**src/rtl/psram_cfg_pkg.sv**
```systemverilog
package psram_cfg_pkg;

    localparam int MR_W     = 8;
    localparam int ID_READS = 4;
    localparam int IDX_W    = $clog2(ID_READS);

    typedef enum logic [2:0] {
        ST_IDLE,
        ST_CFG_RD,
        ST_CFG_RD_W,
        ST_CFG_WR,
        ST_CFG_WR_W,
        ST_ID_RD,
        ST_ID_RD_W,
        ST_DONE
    } seq_state_e;

    typedef struct packed {
        seq_state_e       st;
        logic [IDX_W-1:0] idx;
        logic [MR_W-1:0]  wbyte;
        logic [MR_W-1:0]  mr0;
        logic [MR_W-1:0]  mr2;
        logic [MR_W-1:0]  mr8;
    } seq_regs_t;

    // register address visited by each identification step
    function automatic logic [3:0] id_reg_addr(input logic [IDX_W-1:0] step);
        case (step)
            IDX_W'(0): id_reg_addr = 4'h0;
            IDX_W'(1): id_reg_addr = 4'h2;
            IDX_W'(2): id_reg_addr = 4'h4;
            default:   id_reg_addr = 4'h8;
        endcase
    endfunction

endpackage

```
**src/rtl/psram_mr0_merge.sv**
```systemverilog
module psram_mr0_merge #(
    parameter logic       LT = 1'b1,
    parameter logic [2:0] RL = 3'd2,
    parameter logic [1:0] DS = 2'd0
) (
    input  logic [7:0] rb_i,
    output logic [7:0] wb_o
);
    // upper two bits keep their read-back value, the rest are replaced
    always_comb begin
        wb_o = {rb_i[7:6], LT, RL, DS};
    end
endmodule

```
**src/rtl/psram_id_decode.sv**
```systemverilog
module psram_id_decode #(
    parameter int SIZE_W  = 9,
    parameter int LAT_W   = 5,
    parameter int BURST_W = 11
) (
    input  logic [7:0]         mr0_i,
    input  logic [7:0]         mr2_i,
    input  logic [7:0]         mr8_i,
    output logic [SIZE_W-1:0]  size_mbit_o,
    output logic [LAT_W-1:0]   rd_lat_o,
    output logic [BURST_W-1:0] burst_bytes_o,
    output logic               good_die_o
);
    always_comb begin
        case (mr2_i[2:0])
            3'd1:    size_mbit_o = SIZE_W'(32);
            3'd3:    size_mbit_o = SIZE_W'(64);
            3'd5:    size_mbit_o = SIZE_W'(128);
            3'd7:    size_mbit_o = SIZE_W'(256);
            default: size_mbit_o = '0;
        endcase

        rd_lat_o = LAT_W'({mr0_i[4:2], 1'b0}) + LAT_W'(6);

        case (mr8_i[1:0])
            2'd0:    burst_bytes_o = BURST_W'(16);
            2'd1:    burst_bytes_o = BURST_W'(32);
            2'd2:    burst_bytes_o = BURST_W'(64);
            default: burst_bytes_o = BURST_W'(1024);
        endcase

        good_die_o = mr2_i[7];
    end
endmodule

```
**src/rtl/psram_cfg_seq.sv**
```systemverilog
module psram_cfg_seq
    import psram_cfg_pkg::*;
#(
    parameter int         ADDR_W  = 32,
    parameter int         SIZE_W  = 9,
    parameter int         LAT_W   = 5,
    parameter int         BURST_W = 11,
    parameter logic       CFG_LT  = 1'b1,
    parameter logic [2:0] CFG_RL  = 3'd2,
    parameter logic [1:0] CFG_DS  = 2'd0
) (
    input  logic               clk,
    input  logic               rst_n,
    input  logic               start_i,
    output logic               done_o,
    output logic               req_valid_o,
    input  logic               req_ready_i,
    output logic               req_write_o,
    output logic [ADDR_W-1:0]  req_addr_o,
    output logic [7:0]         req_wdata_o,
    input  logic               rsp_valid_i,
    input  logic [7:0]         rsp_rdata_i,
    output logic [SIZE_W-1:0]  size_mbit_o,
    output logic [LAT_W-1:0]   rd_lat_o,
    output logic [BURST_W-1:0] burst_bytes_o,
    output logic               good_die_o
);
    localparam logic [IDX_W-1:0] LAST_IDX = IDX_W'(ID_READS - 1);

    seq_regs_t  r_d, r_q;
    logic [7:0] merged;

    psram_mr0_merge #(.LT(CFG_LT), .RL(CFG_RL), .DS(CFG_DS)) u_merge (
        .rb_i (rsp_rdata_i),
        .wb_o (merged)
    );

    psram_id_decode #(.SIZE_W(SIZE_W), .LAT_W(LAT_W), .BURST_W(BURST_W)) u_decode (
        .mr0_i         (r_q.mr0),
        .mr2_i         (r_q.mr2),
        .mr8_i         (r_q.mr8),
        .size_mbit_o   (size_mbit_o),
        .rd_lat_o      (rd_lat_o),
        .burst_bytes_o (burst_bytes_o),
        .good_die_o    (good_die_o)
    );

    always_comb begin
        r_d = r_q;
        unique case (r_q.st)
            ST_IDLE, ST_DONE: begin
                if (start_i) r_d.st = ST_CFG_RD;
            end
            ST_CFG_RD: begin
                if (req_ready_i) r_d.st = ST_CFG_RD_W;
            end
            ST_CFG_RD_W: begin
                if (rsp_valid_i) begin
                    r_d.wbyte = merged;
                    r_d.st    = ST_CFG_WR;
                end
            end
            ST_CFG_WR: begin
                if (req_ready_i) r_d.st = ST_CFG_WR_W;
            end
            ST_CFG_WR_W: begin
                if (rsp_valid_i) begin
                    r_d.idx = '0;
                    r_d.st  = ST_ID_RD;
                end
            end
            ST_ID_RD: begin
                if (req_ready_i) r_d.st = ST_ID_RD_W;
            end
            ST_ID_RD_W: begin
                if (rsp_valid_i) begin
                    if (r_q.idx == IDX_W'(0)) r_d.mr0 = rsp_rdata_i;
                    if (r_q.idx == IDX_W'(1)) r_d.mr2 = rsp_rdata_i;
                    if (r_q.idx == LAST_IDX)  r_d.mr8 = rsp_rdata_i;
                    if (r_q.idx == LAST_IDX) begin
                        r_d.st = ST_DONE;
                    end else begin
                        r_d.idx = r_q.idx + IDX_W'(1);
                        r_d.st  = ST_ID_RD;
                    end
                end
            end
            default: r_d.st = ST_IDLE;
        endcase
    end

    always_ff @(posedge clk or negedge rst_n) begin
        if (!rst_n) r_q <= '0;
        else        r_q <= r_d;
    end

    always_comb begin
        req_valid_o = (r_q.st == ST_CFG_RD) || (r_q.st == ST_CFG_WR) || (r_q.st == ST_ID_RD);
        req_write_o = (r_q.st == ST_CFG_WR);
        req_addr_o  = (r_q.st == ST_ID_RD) ? ADDR_W'(id_reg_addr(r_q.idx)) : '0;
        req_wdata_o = (r_q.st == ST_CFG_WR) ? r_q.wbyte : '0;
        done_o      = (r_q.st == ST_DONE);
    end

endmodule

```
**config.mk**
```make
export PLATFORM = sky130hd
export DESIGN_NAME = psram_cfg_seq
export DESIGN_NICKNAME = d
export VERILOG_FILES = /design/src/rtl/psram_cfg_pkg.sv /design/src/rtl/psram_mr0_merge.sv /design/src/rtl/psram_id_decode.sv /design/src/rtl/psram_cfg_seq.sv
export SDC_FILE = /design/constraint.sdc
export NUM_CORES = 1
export LEC_CHECK = 0
export ABC_AREA = 1
export BUFFER_PORTS_ARGS = -buffer_cell sky130_fd_sc_hd__buf_2
export CORE_UTILIZATION = 39
export CTS_CLUSTER_DIAMETER = 150
export CTS_CLUSTER_SIZE = 16
export DETAILED_ROUTE_END_ITERATION = 7
export PLACE_DENSITY_LB_ADDON = 0.15
export SKIP_CTS_REPAIR_TIMING = 1
export SLEW_MARGIN = 30
export SYNTH_ARGS = -nofsm -noshare
export SYNTH_HDL_FRONTEND = slang
export SYNTH_SLANG_ARGS = --single-unit
```
**constraint.sdc**
```tcl
create_clock -name clk -period 1.3 [get_ports clk]
set_clock_uncertainty 0.2 [all_clocks]
set_input_delay 0.325 -clock clk [delete_from_list [all_inputs] [get_ports clk]]
set_output_delay 0.325 -clock clk [all_outputs]
set_load 0.02 [all_outputs]
```
# == Word-level counts from Yosys, hierarchy flattened ==
# Cells that the tools add are included.
# Widths: inputs -> output; s select.
# word_totals
word_cells,61
ff_bits,24
out_inout_bits,69
in_bits,13
# op_classes
addsub,2
mux,16
reduce_logical,13
n_eq_ne,24
# op_table
op,n
$pmux 9 s4,1
$pmux 11 s3,1
$pmux 3 s7,1
$eq 3x3->1 const B,6
$ne 2x2->1 const B,8
$mux 3,5
$pmux 4 s3,1
$mux 5,2
$eq 3x2->1 const B,3
$reduce_and 3->1,3
$mux 8,1
$reduce_and 7->1,1
$eq 2x2->1 const B,3
$eq 3x1->1 const B,2
$add 4x3->5 const B,1
$eq 2x1->1 const B,2
$logic_not 2->1,2
$mux 2,2
$mux 4,1
$pmux 2 s2,1
$reduce_and 4->1,1
$logic_not 3->1,1
$add 2x1->2 const B,1
$logic_or 1x1->1,2
3 further kinds,3

# == Longest topological paths before layout ==
# Gate-level depths: netlist of the first run.
# depth
word_depth,4
mapped_depth,9
mapped_depth_nobuf,8

# == Hierarchy ==
# A second synthesis of the first run with hierarchy kept.
# unflattened
cells_unflattened,293
area_unflattened_um2,2293.4
# modules_own_cells
mod,seq_area_each_um2,instances,cells_per_inst,area_per_inst_um2
psram_cfg_seq,925.9,1,242,2010.7
psram_id_decode,0.0,1,41,215.2
psram_mr0_merge,0.0,1,10,67.6

# == Worst setup path before layout of the first run ==
# OpenSTA, ideal clock, no wires.
# synth_timing
path_kind,flip-flop to output port
startpoint,register r_q[36] (netlist name)
endpoint,output req_wdata_o[5]
path_buffers,2
arrival_time_ps,1268
setup_slack_ps,-493
path_stages_with_launch,6
required_ps,775
path_cell_list,dfrtp_1 > buf_6 > inv_1 > nand3_1 > nor2_1 > buf_4
# synth_via
elab_chain_cells,2
# synth_lines
element,line,rtl
from (decl),psram_cfg_seq.sv:30,"seq_regs_t r_d, r_q;"
from (signal assigned),psram_cfg_seq.sv:94,else r_q <= r_d;
$eq 3x2->1,psram_cfg_seq.sv:101,req_wdata_o = (r_q.st == ST_CFG_WR) ? r_q.wbyte : '0;
$mux 8,psram_cfg_seq.sv:101,
to (decl),psram_cfg_seq.sv:20,"output logic [7:0] req_wdata_o,"
# No other way between the ends.

# == Final worst setup path of the first run ==
# layout_timing
startpoint,register r_q[35] (netlist name)
endpoint,output req_wdata_o[7]
# Same word-level chain as after synthesis.

==> impl_results.md, run 1 <==
- Outcome: complete, but fails checks
- Failing checks: negative setup slack
- GP Congestion: 0.7432
- First-pass GRT wire length: 3850 µm
- Initial DRC count: 15
- Main synth FF type: dfrtp_1
- Drt pass-1 iters: 4
- Final Max Tran Viols: 0
- Distinct cells, synth: 22
- CTS root buffer: clkbuf_4
- Initial antenna violation count: 0
- Dominant cells by area after synthesis: dfrtp_1 30%, buf_4 25%, nand2_1 9.1%, inv_1 7.5%, ha_1 4.5%
- WS Path Type: register to primary output
- F_max: 563.1 MHz
- Top Registers: r_q: 17 flops
- Core Rows: 21
- N_diodes: 0
- Antenna viol nets, final: 0
- Post-Synthesis Cell Area: 1396 µm²
- Final #Nets: 272
- Hold Crit Class: input port to register
- Drt via density: 3.987
- Max stage delay on crit path: 0.46 ns
- Total of max-cap violations: 0
- Post-synthesis register bit count: 17
- Largest net degree at the start of global routing: 18
- Worst vdd ir: 0.001166 V
- Share of layout cells above drive strength 1: 55.34%
- Syn avg cell area: 7.467 µm²
- PwrDens: 2040 nW/µm²
- WL final: 2702 µm
- Crit-path max FO: 5
- Final min period: 1.776 ns
- Inserted Clock Buffers: 3
- Total number of vias: 1,192
- Area occupied by multi-input gates: 840.8 µm²
- Most frequent cells after synthesis: 47 x buf_4, 34 x nand2_1, 28 x inv_1, 17 x dfrtp_1, 15 x nor2_1
- Final setup vio count: 40
- Asr flop ratio synth: 100.0%
- RSZ-0062 raised after global routing: true
- Area leader, netlist: dfrtp_1
- Synthesis Warnings: 0
- Crit path required time: 0.77 ns
- Cell family with most CP delay: flip-flops
- Worst-path clk slew: 0.10 ns
- Die height: 61.84 µm
- Max reg flops: 17
- Crit end category: primary output
- Most common cell in the netlist: buf_4
- Seq/Total Area, Yosys: 30.47%
- Die W: 61.84 µm
- Vias in the first global route: 976
- Final worst slack: -0.4757 ns
- Boundary Pins: 82
- DRC: 0
- CP max stage cell: dfrtp_2
- Storage cell area: 432.9 µm²
- Startpoint Class: register
- Core Box Area: 3390 µm²
- CTS tree: built
- Pleak: 1.090 nW
- Number of clock sinks: 17
- Fin area: 2038 µm²
- Fillers: 330
- Setup WS pre-CTS: -0.2576 ns
- Clock Latency Late Sink: 0.30 ns
- Global Route Usage Sum: 13.74%
- Die ar.: 3824 µm²
- Congestion Overflow GR: 0
- DP HPWL: 1972 µm
- CP Data Arrival Time: 1.25 ns
- Crit-path cells: buf_12 > nand3_4 > nor2_1 > buf_4
- Port-buffer cells: 34
- Crit path buf inv count: 2
- Max H-tree Level: 1
- Top cell type's share of synthesized area: 30.47%
- Largest register by flop count: r_q
- CTS max path bufs: 2
- Number of synthesized flops with an enable pin: 0
- Area after DPL: 1665 µm²
- DR WL/cell: 9.037 µm
- Area Overhead vs Synth: 45.97%
- TNS Setup: -10.90 ns
- Starting Density: 41.20%
- Fin. Hold Viols: 0
- Final period utilization: 136.6%
- Mapped Cells: 187
- Core Util, Final: 60.13%
final timing paths:
check,startpoint,endpoint,slack [ns],cells past startpoint
worst max-delay path,r_q[35],req_wdata_o[7],-0.48,4
worst min-delay path,rsp_rdata_i[4],r_q[20],0.05,3
worst max register to register,r_q[34],r_q[8],-0.24,5
worst min register to register,r_q[29],r_q[29],0.29,2
max in group asynchronous,rst_n,r_q[1],0.32,2
min in group asynchronous,rst_n,r_q[20],0.27,2
placed cells by master, fill, tap and decap left out, types with 4 or more instances in the layout:
cell     instances
nand2_1         16
buf_6           18
inv_1           13
conb_1          46
inv_4            4
nor3_2           4
dfrtp_2          6
nor2_2           7
nand2_2         17
nor2_1           6
dfrtp_1         11
buf_2           11
o21ai_1          7
nand2_4          5
inv_2           13
buf_4           36
final cells by class:
type,instances,share of cell area (%)
multi-input combinational,135,41.25
timing repair buffer,67,27.38
clock buffer,4,1.289
inverter,30,6.016
sequential,17,21.24
tap,46,2.824
worst reg2reg max path, cell delays in order (launching register included):
cell     delay, ns
dfrtp_2       0.47
buf_6         0.15
nor3_4        0.32
nand2_4       0.15
nand2_2       0.09
o21ai_1       0.05
where the power goes:
group	switching (mW)	internal [mW]	total [mW]	leakage, nW
clock network	0.173	0.120	0.292	0.0150
logic	1.46	1.41	2.87	0.869
registers	0.259	0.735	0.994	0.206
total	1.90	2.26	4.16	1.09
through the flow:
step | instances | hold WS (ns) | total power [mW]
4_1_cts | 288 | -0.2575 | 3.376
6_report | 299 | 0.05280 | 4.157
3_3_place_gp | 284 | 0.07373 | 3.048
3_5_place_dp | 284 | 0.07700 | 3.068
2_1_floorplan | 232 | -0.1706 | 2.501
5_1_grt | 299 | 0.04947 | 4.494
layer usage:
layer	GRT usage, %	vias to the layer above	part of all wire, %
li1	-	607	-
met1	16.01	535	42
met2	25.19	47	52
met3	1.242	3	3.8
met4	6.667	0	1.2
met5	0	-	0
cell families (layout without fill, tap and decap cells):
| logic type | after synthesis | after routing | share of synthesized area (%) |
|---|---|---|---|
| AO/OA/AOI/OAI | 14 | 14 | 5.466 |
| XOR/XNOR | 1 | 1 | 0.6274 |
| adder cells (fa/ha/maj) | 5 | 5 | 4.480 |
| buffers and inverters | 80 | 101 | 35.75 |
| flip-flops | 17 | 17 | 30.47 |
| other | 1 | 46 | 0.2686 |
| AND/OR/NAND/NOR | 69 | 69 | 22.94 |
No activity file was read; power rests on OpenSTA's default activity.
==> run 2, diff against run 1 <==
--- a/config.mk
+++ b/config.mk
@@ -5,7 +5,6 @@
 export SDC_FILE = /design/constraint.sdc
 export NUM_CORES = 1
 export LEC_CHECK = 0
-export ABC_AREA = 1
 export BUFFER_PORTS_ARGS = -buffer_cell sky130_fd_sc_hd__buf_2
 export CORE_UTILIZATION = 39
 export CTS_CLUSTER_DIAMETER = 150
==> constraint.sdc (replaced) <==
create_clock -name clk -period 1.3 [get_ports clk]
set_clock_uncertainty 0.2 [all_clocks]
set_input_delay 0.13 -clock clk [delete_from_list [all_inputs] [get_ports clk]]
set_output_delay 0.13 -clock clk [all_outputs]
set_load 0.02 [all_outputs]
==> run 2 against run 1 <==
Effect of this change:
- highest routed layer is now met3
- the flow still finishes with violations (negative setup slack)
- synthesized cell count is 28% lower
- hold slack improved by 0.022 ns
- sequential power increased by 4%
- final cell count is 17% lower
- worst setup slack improved by 0.077 ns
- synthesized area down 3.1%
- sequential share of layout area grew 0.52 points
==> impl_results.md, run 2 <==
- Outcome: complete, but fails checks (unchanged)
- Failing checks: negative setup slack (unchanged)
- Final worst slack: -0.3987 ns (was -0.4757 ns)
- Total number of vias: 1,000 (was 1,192)
- Post-synthesis register bit count: 17 (unchanged)
- Seq pwr share: 24.4% (was 23.9%)
- Post-route insts no fill: 249 (was 299)
- Pleak: 1.059 nW (was 1.090 nW)
- Setup WS pre-CTS: -0.1887 ns (was -0.2576 ns)
- Adder-cell share of the synthesized area: 4.625% (was 4.480%)
- Top Registers: r_q: 17 flops (unchanged)
- Sw power: 1.701 mW (was 1.897 mW)
- Most frequent cells in the layout: 46 x conb_1, 26 x buf_4, 21 x buf_6, 14 x dfrtp_1, 12 x buf_2 (was 46 x conb_1, 36 x buf_4, 18 x buf_6, 17 x nand2_2, 16 x nand2_1)
- Seq/Total Area, Yosys: 31.45% (was 30.47%)
- WS Path Type: register to primary output (unchanged)
- Drt pass-1 iters: 7 (was 4)
- CTS max path bufs: 2 (unchanged)
- Final period utilization: 130.7% (was 136.6%)
- Area after DPL: 1528 µm² (was 1665 µm²)
- Inserted Clock Buffers: 3 (unchanged)
- Fin. Hold Viols: 0 (unchanged)
- Sw Share: 40.34% (was 45.63%)
- Die ar.: 3708 µm² (was 3824 µm²)
- Drt via density: 4.016 (was 3.987)
- Most frequent cells after synthesis: 47 x buf_4, 17 x dfrtp_1, 9 x mux2_4, 8 x and2_1 (was 47 x buf_4, 34 x nand2_1, 28 x inv_1, 17 x dfrtp_1, 15 x nor2_1)
- Post-synthesis mux area share: 14.62% (was 0%)
- Core Rows: 21 (unchanged)
- Compound-Gate Fraction of Synth Area: 4.995% (was 5.466%)
- Max H-tree Level: 1 (unchanged)
- CTS tree: built (unchanged)
- Synth Area in Simple Gates: 14.43% (was 22.94%)
- Starting Density: 40.53% (was 41.20%)
- Initial DRC count: 18 (was 15)
- Total of max-cap violations: 0 (unchanged)
- Commonest non-fill, non-tap cell in the layout: conb_1 (unchanged)
- Synthesis Warnings: 0 (unchanged)
- Port-buffer cells: 34 (unchanged)
- Crit-path max FO: 4 (was 5)
- Congestion Overflow GR: 0 (unchanged)
- Max reg flops: 17 (unchanged)
- DP HPWL: 1783 µm (was 1972 µm)
- Max stage delay on crit path: 0.45 ns (was 0.46 ns)
- Final Max Tran Viols: 0 (unchanged)
- Main synth FF type: dfrtp_1 (unchanged)
- Crit-path cells: buf_6 > and3b_2 > and2_4 > buf_6 (was buf_12 > nand3_4 > nor2_1 > buf_4)
- Number of clock sinks: 17 (unchanged)
- Largest family of logic cells by synthesized area: buffers and inverters (unchanged)
- Number of synthesized flops with an enable pin: 0 (unchanged)
- Dominant cells by area after synthesis: dfrtp_1 31%, buf_4 26%, mux2_4 10%, ha_1 4.6%, and2_1 3.7% (was dfrtp_1 30%, buf_4 25%, nand2_1 9.1%, inv_1 7.5%, ha_1 4.5%)
- Global Route Usage Sum: 12.29% (was 13.74%)
- Asr flop ratio synth: 100.0% (unchanged)
- Syn avg cell area: 10.09 µm² (was 7.467 µm²)
- Largest net degree at the start of global routing: 18 (unchanged)
- WL final: 2638 µm (was 2702 µm)
- Worst vdd ir: 0.001110 V (was 0.001166 V)
- Pwr Total: 4.218 mW (was 4.157 mW)
- TNS Setup: -7.779 ns (was -10.90 ns)
- RSZ-0062 raised after global routing: true (unchanged)
- First-pass GRT wire length: 3332 µm (was 3850 µm)
- Final #Nets: 222 (was 272)
- Die W: 60.89 µm (was 61.84 µm)
- N_diodes: 0 (unchanged)
- Antenna viol nets, final: 0 (unchanged)
- Worst-path clk slew: 0.10 ns (about the same)
- DR WL/cell: 10.59 µm (was 9.037 µm)
- Startpoint Class: register (unchanged)
- CP Data Arrival Time: 1.37 ns (was 1.25 ns)
- Dpl cells: 222 (was 284)
- Distinct cells, synth: 32 (was 22)
- CP dominant cell by count: buf_6
- Clock network power share: 6.9% (was 7.0%)
- Core Box Area: 3337 µm² (was 3390 µm²)
- Post-Synth XOR/XNOR Area: 0.6475% (was 0.6272%)
- Crit end category: primary output (unchanged)
- Final min period: 1.699 ns (was 1.776 ns)
- Vias in the first global route: 732 (was 976)
- Crit path buf inv count: 2 (unchanged)
- Mapped Cells: 134 (was 187)
- F_max: 588.7 MHz (was 563.1 MHz)
- Die height: 60.89 µm (was 61.84 µm)
- Area Overhead vs Synth: 45.79% (was 45.97%)
- Cell family with most CP delay: flip-flops (unchanged)
- Hold Slack: 0.07430 ns (was 0.05280 ns)
- Post-Synthesis Cell Area: 1353 µm² (was 1396 µm²)
- Most common cell in the netlist: buf_4 (unchanged)
- Core Util, Final: 59.09% (was 60.13%)
- Initial antenna violation count: 0 (unchanged)
- Boundary Pins: 82 (unchanged)
- Logic pwr share: 68.8% (was 69.1%)
- Share of layout cells above drive strength 1: 55.17% (was 55.34%)
- CP max stage cell: dfrtp_2 (unchanged)
- Area leader, netlist: dfrtp_1 (unchanged)
- Clock Latency Late Sink: 0.29 ns (was 0.30 ns)
- PwrDens: 2139 nW/µm² (was 2040 nW/µm²)
- CTS root buffer: clkbuf_4 (unchanged)
- Final setup vio count: 37 (was 40)
- GP Congestion: 0.7154 (was 0.7432)
- Top cell type's share of synthesized area: 31.45% (was 30.47%)
- Crit path required time: 0.97 ns (was 0.77 ns)
- Fin area: 1972 µm² (was 2038 µm²)
- Largest register by flop count: r_q (unchanged)
- Hold Crit Class: input port to register (unchanged)
- Int Power: 2.517 mW (was 2.260 mW)
- DRC: 0 (unchanged)
==> run 2: changes by cell type after synthesis, sizes merged, moves of 3 or more <==
cell   before  now
nand3       7    0
mux2i       0    4
o21ai      10    1
mux2        0   11
nand2      38    7
and2        0    8
nor3        5    0
inv        30    5
nand4       3    0
nor2       16    4
==> run 2: logic make-up after synthesis <==
family / Yosys count
adders and majority gates: 5
buffers and inverters: 55
AOI/OAI and AO/OA: 10
other: 1
xor gates and xnor gates: 1
muxes: 15
DFF: 17
and+or+nand+nor: 30
==> run 2: worst paths after layout <==
check                       startpoint            end  slack [ns]  depth (start not counted)
max                            r_q[35]  req_addr_o[1]       -0.40                          4
min reg2reg                    r_q[29]        r_q[29]        0.28                          1
max in group asynchronous        rst_n        r_q[36]        0.50                          2
min                        rsp_valid_i        r_q[35]        0.07                          4
max reg2reg                    r_q[36]        r_q[30]       -0.26                          3
min in group asynchronous        rst_n        r_q[19]        0.10                          2
==> run 2: per-layer routing <==
| metal | vias to the layer above | share of wire, % | track usage (%) |
|---|---|---|---|
| met5 | - | 0 | 0 |
| met4 | 0 | 0 | 2.922 |
| met3 | 0 | 4.4 | 2.559 |
| met2 | 42 | 53 | 20.72 |
| met1 | 472 | 43 | 16.14 |
| li1 | 486 | - | - |
==> run 2: worst min-delay path, cell delays in order <==
cell and delay (ns):
buf_2 0.12, nand2_1 0.09, o21ai_2 0.13, mux2i_1 0.06
==> run 2: layout make-up <==
cell class / count / area, µm²
Clock buffer: 3 / 22.52
Clock inverter: 1 / 5.005
Fill cell: 289 / 1365
Inverter: 5 / 18.77
Multi-Input combinational cell: 107 / 827.0
Sequential cell: 17 / 429.2
Tap cell: 46 / 57.56
Timing Repair Buffer: 70 / 611.8
==> run 2: power groups by stage <==
stage	Clock [mW]	Combinational (mW)	Sequential, mW
2_1_floorplan	0	1.60	0.965
3_3_place_gp	0	2.00	1.00
3_5_place_dp	0	2.04	1.01
4_1_cts	0.299	2.05	1.00
5_1_grt	0.320	3.14	1.06
6_report	0.289	2.90	1.03
==> run 3, diff against run 2 <==
--- a/config.mk
+++ b/config.mk
@@ -10,7 +10,8 @@
 export CTS_CLUSTER_DIAMETER = 150
 export CTS_CLUSTER_SIZE = 16
 export DETAILED_ROUTE_END_ITERATION = 7
-export PLACE_DENSITY_LB_ADDON = 0.15
+export PLACE_DENSITY = 0.76
+export SETUP_SLACK_MARGIN = 0.4
 export SKIP_CTS_REPAIR_TIMING = 1
 export SLEW_MARGIN = 30
 export SYNTH_ARGS = -nofsm -noshare
==> run 3 against run 2 <==
Effect of this change:
- the run ends with negative hold slack, negative setup slack left
- sequential share of layout area grew 0.86 points
- total power grew 3.7%
- sequential cell count did not move
- worst setup slack improved by 0.026 ns
- register-to-register slack got worse by 0.05 ns
- critical path depth did not move
- clock power about the same
- clock-buffer cell count increased by 1
- sequential power increased by 9%
- critical path type unchanged
==> impl_results.md, run 3 (synthesis results as in run 2) <==
- Crit-path max FO: 5 (was 4)
- Post-route insts no fill: 236 (was 249)
- Hold Crit Depth: 2 (was 4)
- WL met2: 1389 µm (was 1393 µm)
- Setup WS pre-CTS: -0.1857 ns (was -0.1887 ns)
- Die height: 60.89 µm (unchanged)
- Starting Density: 40.53% (unchanged)
- Final Max Tran Viols: 0 (unchanged)
- RR Startpoint: r_q[32] (was r_q[36])
- Logic pwr share: 67.9% (was 68.8%)
- WS Path Type: register to primary output (unchanged)
- Die W: 60.89 µm (unchanged)
- Sw Share: 40.72% (was 40.34%)
- Int Power: 2.593 mW (was 2.517 mW)
- WHS Endpoint: r_q[36] (was r_q[35])
- Largest net degree at the start of global routing: 18 (unchanged)
- Pwr Total: 4.374 mW (was 4.218 mW)
- Port-buffer cells: 34 (unchanged)
- Core Util, Final: 57.67% (was 59.09%)
- Antenna viol nets, final: 0 (unchanged)
- Final min period: 1.672 ns (was 1.699 ns)
- Pleak: 1.013 nW (was 1.059 nW)
- Hold Slack: -0.1664 ns (was 0.07430 ns)
- Core Box Area: 3337 µm² (unchanged)
- Worst vdd ir: 0.0006493 V (was 0.001110 V)
- Commonest non-fill, non-tap cell in the layout: conb_1 (unchanged)
- Largest register by flop count: r_q (unchanged)
- Fin area: 1924 µm² (was 1972 µm²)
- Global Route Usage Sum: 11.46% (was 12.29%)
- Drt via density: 4.178 (was 4.016)
- CTS max path bufs: 2 (unchanged)
- CP Launch Point: r_q[36] (was r_q[35])
- Vias in the first global route: 742 (was 732)
- Reg2Reg Capture Point: r_q[32] (was r_q[30])
- F_max: 598.0 MHz (was 588.7 MHz)
- Max reg flops: 17 (unchanged)
- Clock Latency Late Sink: 0.29 ns (about the same)
- Dpl cells: 220 (was 222)
- Final worst slack: -0.3723 ns (was -0.3987 ns)
- Die ar.: 3708 µm² (unchanged)
- Initial antenna violation count: 0 (unchanged)
- GP Congestion: 0.6947 (was 0.7154)
- CP max stage cell: dfrtp_2 (unchanged)
- Drt pass-1 iters: 2 (was 7)
- Max H-tree Level: 1 (unchanged)
- Seq pwr share: 25.5% (was 24.4%)
- Sw power: 1.781 mW (was 1.701 mW)
- Startpoint Class: register (unchanged)
- Wire length on met3: 159 µm (was 117 µm)
- Crit path buf inv count: 2 (unchanged)
- Final #Nets: 209 (was 222)
- Worst-path clk slew: 0.10 ns (about the same)
- Share of layout cells above drive strength 1: 61.05% (was 55.17%)
- Crit-path cells: buf_6 > and3b_2 > and2_4 > buf_6 (unchanged)
- Max stage delay on crit path: 0.45 ns (about the same)
- Area Overhead vs Synth: 42.28% (was 45.79%)
- Cell family with most CP delay: flip-flops (unchanged)
- Area after DPL: 1608 µm² (was 1528 µm²)
- R2r setup slk: -0.31 ns (was -0.26 ns)
- Most frequent cells in the layout: 46 x conb_1, 28 x buf_6, 16 x buf_4, 12 x buf_2, 11 x mux2_4 (was 46 x conb_1, 26 x buf_4, 21 x buf_6, 14 x dfrtp_1, 12 x buf_2)
- Congestion Overflow GR: 0 (unchanged)
- Clock network power share: 6.6% (was 6.9%)
- DP HPWL: 1626 µm (was 1783 µm)
- Hold Path Origin: start_i (was rsp_valid_i)
- Final setup vio count: 36 (was 37)
- PwrDens: 2273 nW/µm² (was 2139 nW/µm²)
- Total number of vias: 986 (was 1,000)
- CTS root buffer: clkbuf_4 (unchanged)
- DRC: 0 (unchanged)
- Highest Signal Layer: met4 (was met3)
- Top Registers: r_q: 17 flops (unchanged)
- CP Data Arrival Time: 1.34 ns (was 1.37 ns)
- Core Rows: 21 (unchanged)
- Failing checks: negative hold slack, negative setup slack (was negative setup slack)
- First-pass GRT wire length: 3132 µm (was 3332 µm)
- Inserted Clock Buffers: 3 (unchanged)
- Hold Crit Class: input port to register (unchanged)
- Total of max-cap violations: 0 (unchanged)
- CP dominant cell by count: buf_6 (unchanged)
- N_diodes: 0 (unchanged)
- WL final: 2603 µm (was 2638 µm)
- Initial DRC count: 20 (was 18)
- Outcome: complete, but fails checks (unchanged)
- Boundary Pins: 82 (unchanged)
- DR WL/cell: 11.03 µm (was 10.59 µm)
- Wl on met1: 1009 µm (was 1126 µm)
- RSZ-0062 raised after global routing: true (unchanged)
- Fin. Hold Viols: 14 (was 0)
- Crit end category: primary output (unchanged)
- Final period utilization: 128.6% (was 130.7%)
- CTS tree: built (unchanged)
- Number of clock sinks: 17 (unchanged)
- Crit path required time: 0.97 ns (about the same)
- R2R cell count: 4 (was 3)
run 3: changes by cell type in the layout (fill, tap and decap cells not counted), moves of 2 or more:
cell,change
nor2b_1,-2
nor2_4,+3
nor2_1,-3
dfrtp_1,-5
buf_6,+7
buf_4,-10
nor2b_4,+2
dlygate4sd3_1,-9
dfrtp_2,+5
run 3: power groups by stage:
| stage | logic, mW | registers [mW] | clock network, mW |
|---|---|---|---|
| CTS | 2.22 | 1.08 | 0.299 |
| global placement | 2.18 | 1.08 | 0 |
| detailed placement | 2.21 | 1.09 | 0 |
| finish | 2.97 | 1.12 | 0.287 |
| floorplan | 1.83 | 1.04 | 0 |
| global route | 3.19 | 1.15 | 0.324 |
run 3: metrics by stage:
stage / hold WS (ns) / TNS (ns)
global placement: -0.1316 / -2.688
detailed placement: -0.1239 / -2.923
CTS: -0.4519 / -8.340
floorplan: -0.3656 / -1.385
global route: -0.1712 / -9.247
finish: -0.1664 / -7.556
run 3: metal layers:
layer / vias up / GRT usage [%]
met4: 0 / 6.818
met3: 5 / 1.706
met5: - / 0
li1: 459 / -
met2: 50 / 19.47
met1: 472 / 13.67
run 3: layout make-up:
type / count / area, µm²
flip-flops and latches: 17 / 435.4
multi-input cells: 107 / 878.3
well taps: 46 / 57.56
clock buffers: 4 / 26.28
inverters: 5 / 21.27
fillers: 288 / 1413
repair buffers: 57 / 505.5
run 3: how the worst max path moves through the flow:
| stage | to | slack [ns] | depth (start not counted) |
|---|---|---|---|
| 6_report | req_addr_o[2] | -0.37 | 4 |
| 5_1_grt | req_addr_o[2] | -0.43 | 5 |
| 4_1_cts | req_addr_o[2] | -0.47 | 5 |
| 3_5_place_dp | r_q[9] | -0.19 | 3 |
| 3_3_place_gp | r_q[10] | -0.17 | 3 |
| 2_1_floorplan | req_wdata_o[5] | -0.12 | 5 |
